--- config.mk ---
export PLATFORM = sky130hd
export DESIGN_NAME = cmo_sequencer
export DESIGN_NICKNAME = d
export VERILOG_FILES = /design/src/rtl/cmo_pkg.sv /design/src/rtl/cmo_rst_sync.sv /design/src/rtl/cmo_decode.sv /design/src/rtl/cmo_ctrl.sv /design/src/rtl/cmo_touch_buf.sv /design/src/rtl/cmo_sequencer.sv
export SDC_FILE = /design/constraint.sdc
export NUM_CORES = 1
export LEC_CHECK = 0
export ABC_AREA = 1
export BUFFER_PORTS_ARGS = -buffer_cell sky130_fd_sc_hd__buf_4
export CAP_MARGIN = 20
export CORE_MARGIN = 10
export CORE_UTILIZATION = 30
export DETAILED_ROUTE_END_ITERATION = 16
export HOLD_SLACK_MARGIN = 0.02
export MAX_ROUTING_LAYER = met4
export PLACE_DENSITY_LB_ADDON = 0.25
export REMOVE_ABC_BUFFERS = 1
export SETUP_SLACK_MARGIN = 0.2
export SYNTH_ARGS = -nofsm -noshare
export SYNTH_HDL_FRONTEND = slang
export SYNTH_SLANG_ARGS = --single-unit
--- constraint.sdc ---
create_clock -name clk -period 3.5 [get_ports clk]
set_clock_uncertainty 0.15 [all_clocks]
set_input_delay 0.7 -clock clk [delete_from_list [all_inputs] [get_ports clk]]
set_output_delay 0.7 -clock clk [all_outputs]
set_load 0.02 [all_outputs]
--- src/rtl/cmo_pkg.sv ---
package cmo_pkg;
  typedef enum logic [1:0] {
    LS_INV = 2'b00,
    LS_EXC = 2'b01,
    LS_MOD = 2'b10,
    LS_RSV = 2'b11
  } line_st_e;

  typedef enum logic [2:0] {
    OP_BARRIER = 3'd0,
    OP_IINV    = 3'd1,
    OP_DINV    = 3'd2,
    OP_FLUSH   = 3'd3,
    OP_CLEAN   = 3'd4,
    OP_ZERO    = 3'd5,
    OP_TLOAD   = 3'd6,
    OP_TSTORE  = 3'd7
  } cmd_op_e;

  typedef enum logic [2:0] {
    BT_NONE  = 3'd0,
    BT_READ  = 3'd1,
    BT_RFO   = 3'd2,
    BT_WRITE = 3'd3,
    BT_WKILL = 3'd4,
    BT_KILL  = 3'd5
  } bus_op_e;

  typedef struct packed {
    line_st_e nxt;
    bus_op_e  bop;
  } cmo_action_t;
endpackage

--- src/rtl/cmo_rst_sync.sv ---
module cmo_rst_sync #(
  parameter int STAGES = 2
) (
  input  logic clk,
  input  logic rst_n,
  output logic rst_sync_n
);
  logic [STAGES-1:0] sync_q;

  always_ff @(posedge clk or negedge rst_n) begin
    if (!rst_n) sync_q <= '0;
    else        sync_q <= {sync_q[STAGES-2:0], 1'b1};
  end

  assign rst_sync_n = sync_q[STAGES-1];
endmodule

--- src/rtl/cmo_decode.sv ---
module cmo_decode
  import cmo_pkg::*;
(
  input  logic [2:0]  op,
  input  logic [1:0]  cur,
  output cmo_action_t act
);
  line_st_e st;
  logic     miss;
  logic     dirty;

  always_comb begin
    st    = (cur == LS_RSV) ? LS_INV : line_st_e'(cur);
    miss  = (st == LS_INV);
    dirty = (st == LS_MOD);
    act.nxt = st;
    act.bop = BT_NONE;
    case (cmd_op_e'(op))
      OP_IINV, OP_DINV: act.nxt = LS_INV;
      OP_FLUSH: begin
        act.nxt = LS_INV;
        if (dirty) act.bop = BT_WKILL;
      end
      OP_CLEAN: begin
        if (dirty) begin
          act.bop = BT_WRITE;
          act.nxt = LS_EXC;
        end
      end
      OP_ZERO: begin
        act.nxt = LS_MOD;
        act.bop = miss ? BT_WKILL : BT_KILL;
      end
      OP_TLOAD:  if (miss) act.bop = BT_READ;
      OP_TSTORE: if (miss) act.bop = BT_RFO;
      default: ;
    endcase
  end
endmodule

--- src/rtl/cmo_ctrl.sv ---
module cmo_ctrl
  import cmo_pkg::*;
#(
  parameter int AW = 32
) (
  input  logic          clk,
  input  logic          rst_n,
  input  logic          cmd_valid,
  input  logic [2:0]    cmd_op,
  input  logic [AW-1:0] cmd_addr,
  input  cmo_action_t   act,
  input  logic          queues_empty,
  input  logic          bus_ack,
  output logic          busy,
  output logic          bus_req,
  output logic [2:0]    bus_type,
  output logic [AW-1:0] bus_addr,
  output logic          state_we,
  output logic [1:0]    state_wdata,
  output logic          done,
  output logic          touch_load
);
  typedef enum logic [2:0] {S_IDLE, S_REQ, S_DRAIN, S_WB, S_FIN} seq_st_e;

  seq_st_e     st_q, st_d;
  cmo_action_t act_q;
  cmd_op_e     op_q;
  logic [AW-1:0] addr_q;
  logic        accept;

  assign accept = (st_q == S_IDLE) && cmd_valid;

  always_comb begin
    st_d = st_q;
    case (st_q)
      S_IDLE: if (cmd_valid) begin
        if (cmd_op_e'(cmd_op) == OP_BARRIER) st_d = S_DRAIN;
        else if (act.bop != BT_NONE)         st_d = S_REQ;
        else                                 st_d = S_WB;
      end
      S_REQ:   if (bus_ack) st_d = S_WB;
      S_DRAIN: if (queues_empty) st_d = S_FIN;
      S_WB, S_FIN: st_d = S_IDLE;
      default: st_d = S_IDLE;
    endcase
  end

  always_ff @(posedge clk or negedge rst_n) begin
    if (!rst_n) st_q <= S_IDLE;
    else        st_q <= st_d;
  end

  always_ff @(posedge clk or negedge rst_n) begin
    if (!rst_n) begin
      act_q  <= '{nxt: LS_INV, bop: BT_NONE};
      op_q   <= OP_BARRIER;
      addr_q <= '0;
    end else if (accept) begin
      act_q  <= act;
      op_q   <= cmd_op_e'(cmd_op);
      addr_q <= cmd_addr;
    end
  end

  assign busy        = (st_q != S_IDLE);
  assign bus_req     = (st_q == S_REQ);
  assign bus_type    = bus_req ? act_q.bop : BT_NONE;
  assign bus_addr    = addr_q;
  assign state_we    = (st_q == S_WB);
  assign state_wdata = state_we ? act_q.nxt : LS_INV;
  assign done        = (st_q == S_WB) || (st_q == S_FIN);
  assign touch_load  = bus_req && bus_ack &&
                       ((op_q == OP_TLOAD) || (op_q == OP_TSTORE));
endmodule

--- src/rtl/cmo_touch_buf.sv ---
module cmo_touch_buf #(
  parameter int AW = 32
) (
  input  logic          clk,
  input  logic          rst_n,
  input  logic          load,
  input  logic [AW-1:0] load_addr,
  output logic          valid,
  output logic [AW-1:0] addr
);
  logic          valid_d;
  logic [AW-1:0] addr_d;

  always_comb begin
    valid_d = valid | load;
    addr_d  = load ? load_addr : addr;
  end

  always_ff @(posedge clk or negedge rst_n) begin
    if (!rst_n) begin
      valid <= 1'b0;
      addr  <= '0;
    end else begin
      valid <= valid_d;
      addr  <= addr_d;
    end
  end
endmodule

--- src/rtl/cmo_sequencer.sv ---
module cmo_sequencer
  import cmo_pkg::*;
#(
  parameter int AW        = 32,
  parameter int RST_STAGE = 2
) (
  input  logic          clk,
  input  logic          rst_n,
  input  logic          cmd_valid,
  input  logic [2:0]    cmd_op,
  input  logic [AW-1:0] cmd_addr,
  input  logic [1:0]    line_state,
  input  logic          queues_empty,
  input  logic          bus_ack,
  output logic          busy,
  output logic          bus_req,
  output logic [2:0]    bus_type,
  output logic [AW-1:0] bus_addr,
  output logic          state_we,
  output logic [1:0]    state_wdata,
  output logic          done,
  output logic          touch_valid,
  output logic [AW-1:0] touch_addr
);
  logic        rst_sync_n;
  cmo_action_t act;
  logic        touch_load;

  cmo_rst_sync #(.STAGES(RST_STAGE)) u_rst (
    .clk(clk), .rst_n(rst_n), .rst_sync_n(rst_sync_n)
  );

  cmo_decode u_dec (.op(cmd_op), .cur(line_state), .act(act));

  cmo_ctrl #(.AW(AW)) u_ctrl (
    .clk(clk), .rst_n(rst_sync_n), .cmd_valid(cmd_valid), .cmd_op(cmd_op),
    .cmd_addr(cmd_addr), .act(act), .queues_empty(queues_empty),
    .bus_ack(bus_ack), .busy(busy), .bus_req(bus_req), .bus_type(bus_type),
    .bus_addr(bus_addr), .state_we(state_we), .state_wdata(state_wdata),
    .done(done), .touch_load(touch_load)
  );

  cmo_touch_buf #(.AW(AW)) u_touch (
    .clk(clk), .rst_n(rst_sync_n), .load(touch_load), .load_addr(bus_addr),
    .valid(touch_valid), .addr(touch_addr)
  );
endmodule

# Yosys cells after proc, flatten, opt, wreduce, memory -nomap -nowiden

Cells that the tools add are included.

Input bits: 42
Register bits after elaboration: 78
Output and inout bits: 74

Bitwise logic cells: 1
Mux-type cells: 16
Reduce and logical (&&, ||, !) cells: 12
Equal/unequal tests: 18

Operators by type and width:

| kind                                                                   | count |
|---|---|
| 3-bit equality test (second input constant)                            | 7 |
| 3-bit 2-to-1 mux                                                       | 6 |
| 3-bit case mux with 5 select lines                                     | 1 |
| 3-bit by 2-bit equality test with 1-bit output (second input constant) | 4 |
| 3-bit case mux with 3 select lines                                     | 1 |
| 2-bit 2-to-1 mux                                                       | 4 |
| 3-bit by 1-bit equality test with 1-bit output (second input constant) | 2 |
| 3-bit logical NOT                                                      | 2 |
| 2-bit inequality test (second input constant)                          | 3 |
| 2-bit case mux with 3 select lines                                     | 1 |
| 3-bit nonzero test                                                     | 2 |
| 5-bit 2-to-1 mux                                                       | 1 |
| 2-bit equality test (second input constant)                            | 2 |
| 1-bit logical AND                                                      | 3 |
| 3-bit AND reduction                                                    | 1 |
| 3-bit OR reduction                                                     | 1 |
| 2-bit logical NOT                                                      | 1 |
| 1-bit logical OR                                                       | 2 |
| 1-bit 2-to-1 mux                                                       | 2 |
| 1-bit OR                                                               | 1 |

# Depth between registers and ports, before layout

Gate-level depths: netlist of the first run.

Depth in word-level cells: 10
Mapped depth: 11

# By module

A second synthesis of the first run with hierarchy kept.

Cell total of the unflattened synthesis: 387
Area, all modules: 3285.7 um^2

Modules (own cells, without submodules):

| module        | area each (um^2) | seq. area each (um^2) | times used | cells an instance |
|---|---|---|---|---|
| cmo_ctrl      | 1820.5           | 1051.0                | 1          | 216 |
| cmo_touch_buf | 1266.2           | 825.8                 | 1          | 138 |
| cmo_decode    | 145.1            | 0.0                   | 1          | 30 |
| cmo_rst_sync  | 53.8             | 50.0                  | 1          | 3 |

# Worst setup path after synthesis of the first run

OpenSTA, ideal clock, no wires.

Path kind: reg-to-output
From: reg u_ctrl.st_q[0]
To: out state_wdata[0]
Path buffers: 0
Slack: 1161 ps
Required time: 2650 ps
Cell stages (with the launch flop): 5
Arrival time: 1489 ps
Cell sequence: dfrtp_1 -> inv_2 -> nor3_1 -> inv_1 -> nor2_1

Word-level cells in the longest chain between the ends: 2

RTL lines:

| element                                        | line                | source |
|---|---|---|
| start, declared                                | cmo_ctrl.sv:25      | `seq_st_e st_q, st_d;` |
| start signal, assigned                         | cmo_ctrl.sv:50      | `else st_q <= st_d;` |
| 3-bit by 2-bit equality test with 1-bit output | cmo_ctrl.sv:69      | `assign state_we = (st_q == S_WB);` |
| net state_we                                   | cmo_sequencer.sv:19 | `output logic state_we,` |
| 2-bit 2-to-1 mux                               | cmo_ctrl.sv:70      | `assign state_wdata = state_we ? act_q.nxt : LS_INV;` |
| end, declared                                  | cmo_sequencer.sv:20 | `output logic [1:0] state_wdata,` |

The timed path passes the listed nets, and every way through them passes these cells.

# Worst setup path in the final report of the first run

From: reg u_ctrl.st_q[0]
To: out state_wdata[1]

Word-level cells in the longest chain between the ends: 2

RTL lines:

| element                                        | line |
|---|---|
| 3-bit by 2-bit equality test with 1-bit output | cmo_ctrl.sv:69 |
| 2-bit 2-to-1 mux                               | cmo_ctrl.sv:70 |

Every way passes these cells.

==> results.txt, run 1 <==
- Outcome: finished clean
* Sequential cell area fraction in the yosys report: 0.5858
- Row Count: 38
* Clock network latency to the later pin of the worst-skew pair: roughly 0.36 ns
* Average footprint of a synthesized cell: just under 9 um2
* Instance count of the mapped netlist: around 380
- Compound-Gate Fraction of Synth Area: 0.06999
- The tool flagged a number of max-cap violations equal to 0.
- Clock sinks: 77
* Total Routed Length: 8.716 mm
* EDFF count, synth: 0
- After layout, the design draws a total of a little over 0.004 W.
* Fraction of synthesis flops using an asynchronous set or reset pin: 1.000
* Worst Path Arrival: 1.53 ns
- Number of antenna repair diodes: 0
- Worst hold slack after final layout: 0.1512 ns
* CTS tree: yes
- At the pin with the least slew margin, the transition time is around 0.66 ns.
* Effective utilization at floorplan: 0.3048
- Largest net degree at the start of global routing: 76
* Clock buffer count from CTS: 9
- RSZ-0062 raised after global routing: false
* Count of buffers from port buffering: between 100 and 150
* Top-count cell post-synth: sky130_fd_sc_hd__nand2_1
* Dominant cell type by area after synthesis: sky130_fd_sc_hd__dfrtp_1
- In the final layout, the share of cells above drive strength 1 is 0.3058.
- At the worst endpoint, the required time is ~2.7 ns.
* Avg Vias per Cell: around 4.3
- Of the total synthesized cell area, the portion taken by XOR and XNOR cells is 0.
- Ys Warns: 0
- Overall die area: ~16,000 um2
- The most used flip-flop cell after synthesis is sky130_fd_sc_hd__dfrtp_1.
* Combined area of the multi-input logic cells: around 1100 um2
- In this run the power density over the cells is around 930 nW/um2.
- The count of nets left with antenna violations once routing finished came out at 0.
- Summed over all failing endpoints, the final setup total negative slack is 0 ns.
- Switching Fraction: 0.4183
- Of all nets on the critical path, the largest fanout is 4.
- The pre-antenna-repair detailed-routing pass consisted of 5 iterations.
* Flip-flop and latch area: around 1900 um2
- Dividing the detail-routed wire length by the instance count gives approximately 14 um.
* Number of register bits inferred by synthesis: 77
* Total via count after detailed routing: 2,747
* Buffers from clock root to sink, at most: 2
- Die Y-Extent: between 100 and 150 um
* Reg power frac: 0.370
- Post-Synth Simple-Gate Area: 0.2659
* Cell area after synthesis: 3289 um2
* Fraction of synthesized cell area taken by the top area cell type: 0.5858
- The wire-length estimate of the detail-placed layout is about 6.2 mm.
- Top cells by area, synth: sky130_fd_sc_hd__dfrtp_1 59%, sky130_fd_sc_hd__nand2_1 21%, sky130_fd_sc_hd__o21ai_0 6.5%
* Maximum vdd drop: between 0.0006 and 0.0007 V
- Setup violations remaining at the end of the flow were counted as 0.
- After detailed routing, the number of remaining DRC violations is 0.
- X dimension of the die: 124.7 um
- Wire length of the first global-routing pass: 14.48 mm
* Crit path kind: register to primary output
- Post-cts repair resize count: 0
- Of the available clock period, the critical path in the final layout requires 0.6801.
- Summed over all cells, the static leakage comes to 2.513 nW.
* Final critical delay including setup and external delays: approximately 2.4 ns
* Clock share of power: 0.184
* Max Fclk: ~420 MHz
- Global route overflow: 0
- The via count of the first global-routing pass is between 2k and 3k.
- STA classifies the critical path startpoint as a register.
* Share of cell area taken by muxes after synthesis: 0
- The cell sitting at the root of the clock tree is a sky130_fd_sc_hd__clkbuf_8.
- After the last flow step, the layout net total stands at 536.
- Aggregate global-route resource usage: 0.1159
* Area inside the core boundary: 10,790 um2
- In this run the number of H-tree levels came out at 3.
* Layout overhead on the synthesized area: 35.98%
* Leading cell types by count after synthesis: 180 x sky130_fd_sc_hd__nand2_1, 77 x sky130_fd_sc_hd__dfrtp_1, 43 x sky130_fd_sc_hd__o21ai_0
- Of the total synthesized cell area, the portion taken by full adders, half adders and majority gates is 0.007607.
* Type of element capturing the critical path: primary output
- Clock-pin slew was measured on the worst setup and hold paths at 0.08 ns.
- Number of primary I/O pins: roughly 120
- Placer Congestion: 0.7761
* Number of fillers in the final layout: approximately 1.1k
- In this run, distinct cell masters in the synthesized netlist total 23.
* Number of hold-slack violations in the final timing report: 0
- By area, the combinational part of the netlist is dominated by simple AND/OR/NAND/NOR gates.
* Class of the tightest hold or removal check: register to async pin
* Count of pins over their slew limit: 0
* First DRT Iteration DRCs: around 160
* Initial antenna violation count: 0
- Of the total power, combinational logic draws 0.446.
- Cell internal power was estimated by the tool at about 0.0024 W.
- Measured against its own limit, the worst slew margin works out to 0.5593.
- Net load switching power: about 0.0017 W
## power groups by stage
| stage | combinational, W | clock [W] | sequential [W] |
|---|---|---|---|
| finish | 0.00185 | 0.000762 | 0.00154 |
| global route | 0.00205 | 0.000828 | 0.00160 |
| CTS | 0.00189 | 0.000787 | 0.00155 |
| detailed placement | 0.00189 | 0 | 0.00157 |
| global placement | 0.00186 | 0 | 0.00157 |
| floorplan | 0.000647 | 0 | 0.00191 |
## final timing paths
check | start | end | slack, ns | cells past startpoint
max | u_ctrl.st_q[0]$_DFFE_PN0P_ | state_wdata[1] | 1.12 | 5
min | u_rst.sync_q[1]$_DFF_PN0_ | u_ctrl.bus_addr[5]$_DFFE_PN0P_ | 0.15 | 0
max reg2reg | u_ctrl.op_q[1]$_DFFE_PN0P_ | u_touch.addr[25]$_DFFE_PN0P_ | 1.78 | 4
min reg2reg | u_rst.sync_q[1]$_DFF_PN0_ | u_ctrl.bus_addr[5]$_DFFE_PN0P_ | 0.15 | 0
max in group asynchronous | u_rst.sync_q[1]$_DFF_PN0_ | u_touch.addr[10]$_DFFE_PN0P_ | 2.47 | 1
min in group clk | u_rst.sync_q[0]$_DFF_PN0_ | u_rst.sync_q[1]$_DFF_PN0_ | 0.21 | 0
## what timing repair did
item	in CTS	in global routing
endpoints found under the hold margin	2	0
buffers inserted	0	0
hold buffers	1	0
## stage by stage
stage / setup WS [ns] / cell area (um2) / utilization / cells
floorplan: 1.047 / 3156 / - / 362
global placement: 1.369 / 4218 / 0.3908 / 619
detailed placement: 1.338 / 4218 / 0.3908 / 619
CTS: 1.087 / 4453 / 0.4126 / 636
global route: 0.9675 / 4473 / 0.4144 / 637
finish: 1.119 / 4473 / 0.4144 / 637
## flip-flops by register name, indices dropped and copies added, names as in the netlist
name / flops
u_touch.addr: 32
u_touch.valid: 1
u_ctrl.op_q: 2
u_ctrl.st_q: 3
u_ctrl.bus_addr: 32
u_rst.sync_q: 2
u_ctrl.act_q: 5
## final cells by class
type | instances | area share
well taps | 140 | 0.03916
repair buffers | 119 | 0.2031
flip-flops and latches | 77 | 0.4316
multi-input cells | 261 | 0.2545
clock buffers | 12 | 0.03469
inverters | 24 | 0.02126
clock inverters | 4 | 0.01566
## layer usage
layer,track usage,share of wire
met2,0.1678,0.46
met3,0.02979,0.049
met5,-,0
met4,0.05963,0.019
met1,0.1459,0.47
## cells in the final DEF (no fill, tap or decap), drive strengths merged
master | synthesis | routed
bufinv | 0 | 2
ha | 2 | 2
clkinv | 0 | 2
nor3 | 2 | 2
nor2 | 15 | 15
clkbuf | 5 | 12
nand2 | 188 | 188
dlygate4sd3 | 0 | 1
o21ai | 43 | 43
buf | 12 | 118
a21oi | 3 | 3
dfrtp | 77 | 77
nand4 | 1 | 1
inv | 24 | 24
or2 | 1 | 1
nand3 | 5 | 5
conb | 1 | 1
## cell families after synthesis
kind of cell             after synthesis
AO/OA/AOI/OAI                         46
adder cells (fa/ha/maj)                2
buffers and inverters                 41
flip-flops                            77
other                                  1
AND/OR/NAND/NOR                      212
## critical path: stages, from the launching register on
cell	delay, ns
sky130_fd_sc_hd__dfrtp_1	0.45
sky130_fd_sc_hd__inv_2	0.11
sky130_fd_sc_hd__nor3_1	0.24
sky130_fd_sc_hd__inv_1	0.12
sky130_fd_sc_hd__nor2_1	0.10
sky130_fd_sc_hd__buf_4	0.15
Power figures use the tool's default switching activity.
==> inputs of run 2 (changes only) <==
--- a/config.mk
+++ b/config.mk
@@ -5,7 +5,7 @@
 export SDC_FILE = /design/constraint.sdc
 export NUM_CORES = 1
 export LEC_CHECK = 0
-export ABC_AREA = 1
+export ABC_AREA = 0
 export BUFFER_PORTS_ARGS = -buffer_cell sky130_fd_sc_hd__buf_4
 export CAP_MARGIN = 20
 export CORE_MARGIN = 10
==> constraint.sdc (replaced) <==
create_clock -name clk -period 1.95 [get_ports clk]
set_clock_uncertainty 0.15 [all_clocks]
set_input_delay 0.39 -clock clk [delete_from_list [all_inputs] [get_ports clk]]
set_output_delay 0.39 -clock clk [all_outputs]
set_load 0.02 [all_outputs]
==> run 2 against run 1 <==
Effect of this change:
- the run now ends with setup timing left
- sequential power grew 90%
- cell count shrank 11%
- sequential cell count is the same
- critical path depth shrank 2
- clock power grew 57%
- non-clock buffer count grew 27
- final area grew 10%
==> results.txt, run 2 <==
* Outcome: finished with violations (was finished clean)
* Violated checks: setup timing
* Register-to-register path setup slack: 0.03 ns (was 1.78 ns)
* Die Y-Extent: 122.6 um (was 124.7 um)
- The count of antenna diodes in the layout came to 0 (unchanged).
* Clock slew at reported path FFs: 0.08 ns (about the same)
* Number of levels the H-tree was split into: 3 (unchanged)
- Row Count: 37 (was 38)
- Required time at the worst-slack endpoint: 1.41 ns (was 2.65 ns)
* Layout overhead on the synthesized area: 56.06% (was 35.98%)
* Class of the tightest hold or removal check: primary input to register (was register to async pin)
- Mean routed wirelength per cell: 16.59 um (was 13.68 um)
* Top-count cell post-synth: sky130_fd_sc_hd__nand2_1 (unchanged)
* Fraction of synthesized cell area taken by the top area cell type: 0.6097 (was 0.5858)
- X dimension of the die: 122.6 um (was 124.7 um)
- Launching element type of the critical path: register (unchanged)
- The count of cell types in the netlist was 36 (was 23).
- The number of input and output port buffers inserted came to 115 (unchanged).
- Count of pins over their slew limit: 0 (unchanged)
- Crit path kind: register to primary output (unchanged)
- The library cell occupying the most area in the post-synthesis netlist is sky130_fd_sc_hd__dfrtp_1 (unchanged).
- Hold path startpoint: queues_empty
- The final number of hold-violating endpoints is 0 (unchanged).
- Fraction of synthesis flops using an asynchronous set or reset pin: 1.000 (unchanged)
- Placer Congestion: 0.7493 (was 0.7761)
- The final antenna-violating net count came to 0 (unchanged).
* Placed Cells: 530 (was 619)
- Number of design rule violations left after detail routing: 0 (unchanged)
- The prevailing post-synth register cell is sky130_fd_sc_hd__dfrtp_1 (unchanged).
- The worst stage delay on the critical path was 0.42 ns (was 0.45 ns).
- Maximum vdd drop: 0.0005644 V (was 0.0006377 V)
- First DRT Iteration DRCs: 122 (was 158)
- The mean instance size in the synthesized netlist is 10.97 um2 (was 8.679 um2).
- Launching point of the worst reg2reg path: u_ctrl.st_q[0]$_DFFE_PN0P_ (was u_ctrl.op_q[1]$_DFFE_PN0P_)
- Total of endpoints with negative setup slack in the final report: 2 (was 0)
- Sequential cell area fraction in the yosys report: 0.6097 (was 0.5858)
- Buf/Inv on CP: 1 (was 3)
* Total via count after detailed routing: 2,578 (was 2,747)
* Share of post-route cells with drive strength above 1: 0.5645 (was 0.3058)
- The top-level I/O count is 116 (unchanged).
* Place WS: 0.1881 ns (was 1.338 ns)
- The post-synthesis instance area is 3161 um2 (was 3289 um2).
- Share of cell area taken by muxes after synthesis: 0.1207 (was 0)
- The worst reg2reg path depth is 5 (was 4).
- Cell family with the largest share of critical-path delay: simple AND/OR/NAND/NOR gates (was flip-flops)
- The kind of end point of the critical path is a primary output (unchanged).
- The number of nets in the layout came to 473 (was 536).
- CP Cell Sequence: nor2_2, and3_1, buf_4 (was inv_2, nor3_1, inv_1, nor2_1, buf_4).
- The most common cell after layout, fill and taps aside is sky130_fd_sc_hd__buf_4 (was sky130_fd_sc_hd__nand2_1).
- The clock tree root buffer cell is sky130_fd_sc_hd__clkbuf_8 (unchanged).
- Aggregate global-route resource usage: 0.1209 (was 0.1159)
- The total core area is 10,280 um2 (was 10,790 um2).
- Avg Vias per Cell: 4.523 (was 4.312)
- The setup slack of the critical path after layout was -0.01015 ns (was 1.119 ns).
- The synthesized instance count is 288 (was 379).
- The share of the synthesized netlist area taken by xor and xnor gates is 0 (unchanged).
- Commonest non-fill, non-tap cells in the layout: 120 x sky130_fd_sc_hd__buf_4, 75 x sky130_fd_sc_hd__dfrtp_1, 70 x sky130_fd_sc_hd__nand2_1, 35 x sky130_fd_sc_hd__nand2_2, 33 x sky130_fd_sc_hd__mux2_2 (was 180 x sky130_fd_sc_hd__nand2_1, 117 x sky130_fd_sc_hd__buf_4, 76 x sky130_fd_sc_hd__dfrtp_1, 43 x sky130_fd_sc_hd__o21ai_0, 19 x sky130_fd_sc_hd__inv_1)
- Worst hold path depth: 2
- Via count of the first global-routing pass: 2,787 (was 2,785)
- Max Fclk: around 500 MHz
- The number of buffers inserted during clock tree synthesis is 9 (unchanged).
- The initial antenna violation count came to 0 (unchanged).
- Crit path max-delay cell type: sky130_fd_sc_hd__dfrtp_1 (unchanged)
- Leading cell types by count after synthesis: 108 x sky130_fd_sc_hd__nand2_1, 77 x sky130_fd_sc_hd__dfrtp_1, 33 x sky130_fd_sc_hd__mux2_2 (was 180 x sky130_fd_sc_hd__nand2_1, 77 x sky130_fd_sc_hd__dfrtp_1, 43 x sky130_fd_sc_hd__o21ai_0).
* Total Routed Length: 9.456 mm (was 8.716 mm)
- Number of register bits inferred by synthesis: 77 (unchanged)
- Clock network latency to the later pin of the worst-skew pair: 0.34 ns (was 0.36 ns)
* Pleak: 2.590 nW (was 2.513 nW)
- The sink count of the clock tree came to 77 (unchanged).
- Post-Synth Simple-Gate Area: 0.1928 (was 0.2659)
- Number of standard cells in the layout, taps in and fillers out: 570 (was 637)
- Overall die area: 15,040 um2 (was 15,550 um2)
- Compound-Gate Fraction of Synth Area: 0.03246 (was 0.06999)
* Worst Hold Path EP: u_ctrl.st_q[1]$_DFFE_PN0P_
- The endpoint of the worst register-to-register path is u_ctrl.act_q[2]$_DFFE_PN0P_ (was u_touch.addr[25]$_DFFE_PN0P_).
* Worst Path Arrival: 1.42 ns (was 1.53 ns)
- Period utilization: 1.005
- CTS tree: yes (unchanged)
* RSZ-0062 raised after global routing: true (was false)
* Wire length of the first global-routing pass: 14.10 mm (was 14.48 mm)
* Maximum fanout count along the critical path: 6 (was 4)
- The fraction of the mapped netlist area in adder cells is 0.007918 (was 0.007607).
- The largest net degree at the start of global routing came to 43 (was 76).
- The remaining global-route overflow is 0 (unchanged).
- The ratio of total power to cell area came to 1698 nW/um2 (was 928.7 nW/um2).
* Buffers from clock root to sink, at most: 2 (unchanged)
- The number of detailed-routing iterations run before antenna repair was 4 (was 5).
* Final critical delay including setup and external delays: between 1.5 and 2 ns
- Ys Warns: 0 (unchanged)
* Hpwl dp: 6.124 mm (was 6.195 mm)
- The max-capacitance violation count came to 0 (unchanged).
* Top cells by area, synth: sky130_fd_sc_hd__dfrtp_1 61%, sky130_fd_sc_hd__nand2_1 13%, sky130_fd_sc_hd__mux2_2 12% (was sky130_fd_sc_hd__dfrtp_1 59%, sky130_fd_sc_hd__nand2_1 21%, sky130_fd_sc_hd__o21ai_0 6.5%)
- Effective utilization at floorplan: 0.3075 (was 0.3048)
* Largest family of logic cells by synthesized area: simple AND/OR/NAND/NOR gates (unchanged)
* EDFF count, synth: 0 (unchanged)
## run 2: logic make-up (layout without fill, tap and decap cells)
family	count (synthesis)	after routing
AND/OR/NAND/NOR	138	139
multiplexers	34	34
buffers and inverters	21	166
adder cells (fa/ha/maj)	2	2
other	1	1
flip-flops	77	77
AO/OA/AOI/OAI	15	15
## run 2: layer usage
metal  track usage  routed length (um)
met4       0.03608                 164
met2        0.1982                4596
met5             -                   0
met3       0.03811                 549
met1        0.1392                4146
## run 2: how the worst max path moves through the flow
| stage | from | endpoint | cells after the start |
|---|---|---|---|
| 2_1_floorplan | u_rst.sync_q[1]$_DFF_PN0_ | u_ctrl.act_q[0]$_DFFE_PN0P_ | 0 |
| 3_3_place_gp | cmd_valid | u_ctrl.act_q[1]$_DFFE_PN0P_ | 5 |
| 3_5_place_dp | u_ctrl.st_q[0]$_DFFE_PN0P_ | u_ctrl.act_q[1]$_DFFE_PN0P_ | 4 |
| 4_1_cts | u_ctrl.st_q[2]$_DFFE_PN0P_ | busy | 3 |
| 5_1_grt | u_ctrl.st_q[2]$_DFFE_PN0P_ | bus_type[1] | 3 |
| 6_report | u_ctrl.st_q[2]$_DFFE_PN0P_ | bus_type[1] | 3 |
## run 2: per-stage QoR
stage	util	cell area, um2	TNS [ns]	total power (W)	hold slack (ns)
3_3_place_gp	0.4112	4227	0	0.006392	0.02232
5_1_grt	0.4799	4932	-0.3810	0.008948	0.05661
4_1_cts	0.4582	4710	-0.02825	0.008200	0.04819
2_1_floorplan	-	3064	-41.30	0.004684	-0.05559
6_report	0.4799	4932	-0.02016	0.008377	0.07860
3_5_place_dp	0.4112	4227	0	0.006467	0.02597
## run 2: area by class of cell
type                            count  area (um2)
Fill cell                         987        5345
Sequential cell                    77        1932
Timing Repair Buffer              146        1340
Multi-Input combinational cell    191        1275
Tap cell                          136       170.2
Clock buffer                       11       141.4
Clock inverter                      5       58.81
Inverter                            4       15.01
## run 2: where the power goes
group / total [W] / internal (W) / switching [W]
logic: 0.00426 / 0.00209 / 0.00217
registers: 0.00292 / 0.00235 / 0.000562
clock network: 0.00120 / 0.000629 / 0.000570
total: 0.00838 / 0.00508 / 0.00330
## run 2: repair_timing
action | in CTS | in global routing
buffers inserted | 8 | 6
hold endpoints to repair | 2 | 0
cloned | 3 | 6
gates resized for setup | 56 | 11
pin swaps | 70 | 4
hold buffers | 1 | 0
endpoints found under the setup margin | 13 | 76
==> inputs of run 3 (changes only) <==
==> constraint.sdc (replaced) <==
create_clock -name clk -period 2.1 [get_ports clk]
set_clock_uncertainty 0.15 [all_clocks]
set_input_delay 0.42 -clock clk [delete_from_list [all_inputs] [get_ports clk]]
set_output_delay 0.42 -clock clk [all_outputs]
set_load 0.02 [all_outputs]
==> run 3 against run 2 <==
Effect of this change:
- the flow now finishes without violations
- die area unchanged
- total power is 12% lower
- first-iteration DRC count up 24%
==> results.txt, run 3 (synthesis results as in run 2) <==
- Total via count after detailed routing: 2,458 (was 2,578)
* Hpwl dp: 5.978 mm (was 6.124 mm)
- The average vias per placed instance was 4.437 (was 4.523).
* Register-to-register path setup slack: 0.23 ns (was 0.03 ns)
- The data required time at the worst endpoint came to 1.53 ns (was 1.41 ns).
- The routed metal-1 wire length was 3.899 mm (was 4.146 mm).
* Worst Path Arrival: 1.35 ns (was 1.42 ns)
- The largest driver fanout on the critical path came to 6 (unchanged).
- Via count of the first global-routing pass: 2,551 (was 2,787)
- The final design utilization is 0.4449 (was 0.4799).
- The kind of launch point of the worst setup path is a register (unchanged).
- The number of placement rows is 37 (unchanged).
- The DRC marker count from the first detailed-route iteration was 151 (was 122).
- The sink count of the clock tree is 77 (unchanged).
- Total Routed Length: 8.641 mm (was 9.456 mm)
- The final antenna-violating net count was 0 (unchanged).
- The synthesis-to-layout area growth came to 44.66% (was 56.06%).
* Area inside the core boundary: 10,280 um2 (unchanged)
* X dimension of the die: 122.6 um (unchanged)
- The detailed-route wire length per cell is 15.60 um (was 16.59 um).
- Clock slew at reported path FFs: 0.08 ns (about the same)
* Share of post-route cells with drive strength above 1: 0.4665 (was 0.5645)
- Period utilization: 0.9141
- The final standard cell area without fillers is 4572 um2 (was 4932 um2).
- The final number of hold-violating endpoints came to 0 (unchanged).
- CTS tree: yes (unchanged)
- Global route overflow: 0 (unchanged)
- Transition at the pin with the smallest max-transition slack: 0.5435 ns
* Effective utilization at floorplan: 0.3075 (unchanged)
- Commonest non-fill, non-tap cells in the layout: 121 x sky130_fd_sc_hd__buf_4, 106 x sky130_fd_sc_hd__nand2_1, 73 x sky130_fd_sc_hd__dfrtp_1, 33 x sky130_fd_sc_hd__mux2_2, 13 x sky130_fd_sc_hd__clkbuf_8 (was 120 x sky130_fd_sc_hd__buf_4, 75 x sky130_fd_sc_hd__dfrtp_1, 70 x sky130_fd_sc_hd__nand2_1, 35 x sky130_fd_sc_hd__nand2_2, 33 x sky130_fd_sc_hd__mux2_2)
- The ratio of total power to cell area is 1616 nW/um2 (was 1698 nW/um2).
* Number of maximum-capacitance constraint violations: 0 (unchanged)
* Most common cell after layout, fill and taps aside: sky130_fd_sc_hd__buf_4 (unchanged)
- Headroom to the max-slew limit came out at 0.6377.
- The number of input and output port buffers inserted is 115 (unchanged).
- Outcome: finished clean (was finished with violations).
- Root Buffer: sky130_fd_sc_hd__clkbuf_8 (unchanged)
* Clock network latency to the later pin of the worst-skew pair: 0.34 ns (about the same)
- Area after detailed placement: 4179 um2 (was 4227 um2)
* Count of pins over their slew limit: 0 (unchanged)
- The count of antenna diodes in the layout was 0 (unchanged).
- The initial antenna violation count is 0 (unchanged).
- The number of nets in the layout is 457 (was 473).
- The vertical die dimension was 122.6 um (unchanged).
- The met3 wire length came to 516 um (was 549 um).
* Total of endpoints with negative setup slack in the final report: 0 (was 2)
* Wire length of the first global-routing pass: 13.33 mm (was 14.10 mm)
* Number of design rule violations left after detail routing: 0 (unchanged)
* Number of primary I/O pins: 116 (unchanged)
- Met2 layer wire length in the routed design: 4.149 mm (was 4.596 mm)
- Clock buffer count from CTS: 9 (unchanged)
- The maximum level of the CTS H-tree came to 3 (unchanged).
* Buffers from clock root to sink, at most: 2 (unchanged)
* Highest signal layer in the routed design: met4 (unchanged)
- The placer's final routability congestion estimate is 0.8374 (was 0.7493).
- Largest net degree at the start of global routing: 42 (was 43)
* Maximum vdd drop: 0.0005280 V (was 0.0005644 V)
- The leakage power of the design was 2.434 nW (was 2.590 nW).
* Class of the tightest hold or removal check: primary input to register (unchanged)
- Crit path kind: register to primary output (unchanged)
- First-pass DRT Iterations: 4 (unchanged)
- The worst path in the final design needs a cycle of approximately 1.9 ns, including I/O delays and setup.
* Aggregate global-route resource usage: 0.1133 (was 0.1209)
* Type of element capturing the critical path: primary output (unchanged)
- Number of fillers in the final layout: 1,015 (was 987)
* Overall die area: 15,040 um2 (unchanged)
- Timing would allow up to roughly 520 MHz.
- Worst hold slack after final layout: 0.1108 ns (was 0.07860 ns)
- RSZ-0062 raised after global routing: true (unchanged)
==> run 3: through the flow <==
stage          setup TNS, ns  total power, W  cells  setup WS (ns)
6_report                   0        0.007390    554         0.1804
2_1_floorplan         -26.49        0.004350    271        -0.3532
5_1_grt                    0        0.007875    554         0.1220
3_3_place_gp               0        0.005863    527         0.2869
4_1_cts                    0        0.007421    551         0.1814
3_5_place_dp               0        0.005936    527         0.2351
==> run 3: path summary, 6_finish.rpt <==
kind,startpoint,to,cells past startpoint
max in group asynchronous,u_rst.sync_q[1]$_DFF_PN0_,u_touch.addr[14]$_DFFE_PN0P_,1
min,cmd_addr[29],u_ctrl.bus_addr[29]$_DFFE_PN0P_,3
max,u_ctrl.st_q[1]$_DFFE_PN0P_,busy,2
min reg2reg,u_rst.sync_q[1]$_DFF_PN0_,u_touch.addr[29]$_DFFE_PN0P_,0
max reg2reg,u_ctrl.st_q[1]$_DFFE_PN0P_,u_ctrl.act_q[1]$_DFFE_PN0P_,3
min in group asynchronous,u_rst.sync_q[1]$_DFF_PN0_,u_touch.addr[29]$_DFFE_PN0P_,0
==> run 3: worst max-delay path, stage by stage (launching register included) <==
cell and delay (ns):
sky130_fd_sc_hd__dfrtp_2 0.47, sky130_fd_sc_hd__or3_4 0.40, sky130_fd_sc_hd__buf_6 0.14
==> run 3: power by group <==
group | switching [W] | internal [W]
Combinational | 0.00181 | 0.00157
Sequential | 0.000493 | 0.00219
Clock | 0.000535 | 0.000798
Total | 0.00283 | 0.00456
==> run 3: layout make-up <==
type	count	area [um2]	share of cell area
multi-input combinational	191	1174	0.2567
tap	136	170.2	0.03722
clock buffer	13	178.9	0.03914
timing repair buffer	130	1035	0.2263
inverter	4	15.01	0.003284
sequential	77	1934	0.4231
clock inverter	3	65.06	0.01423
==> run 3: metal layers <==
layer | up-vias | track usage
met5 | - | -
met4 | 0 | 0.03682
met3 | 9 | 0.03352
met2 | 69 | 0.1803
met1 | 1193 | 0.1350
li1 | 1187 | -
==> run 3: what timing repair did <==
action	4_1_cts	5_1_grt
buffers inserted	7	2
gates resized for setup	9	9
setup endpoints to repair	9	32
endpoints found under the hold margin	2	0
pin swaps	3	6
hold buffers	1	0
gates cloned	0	1
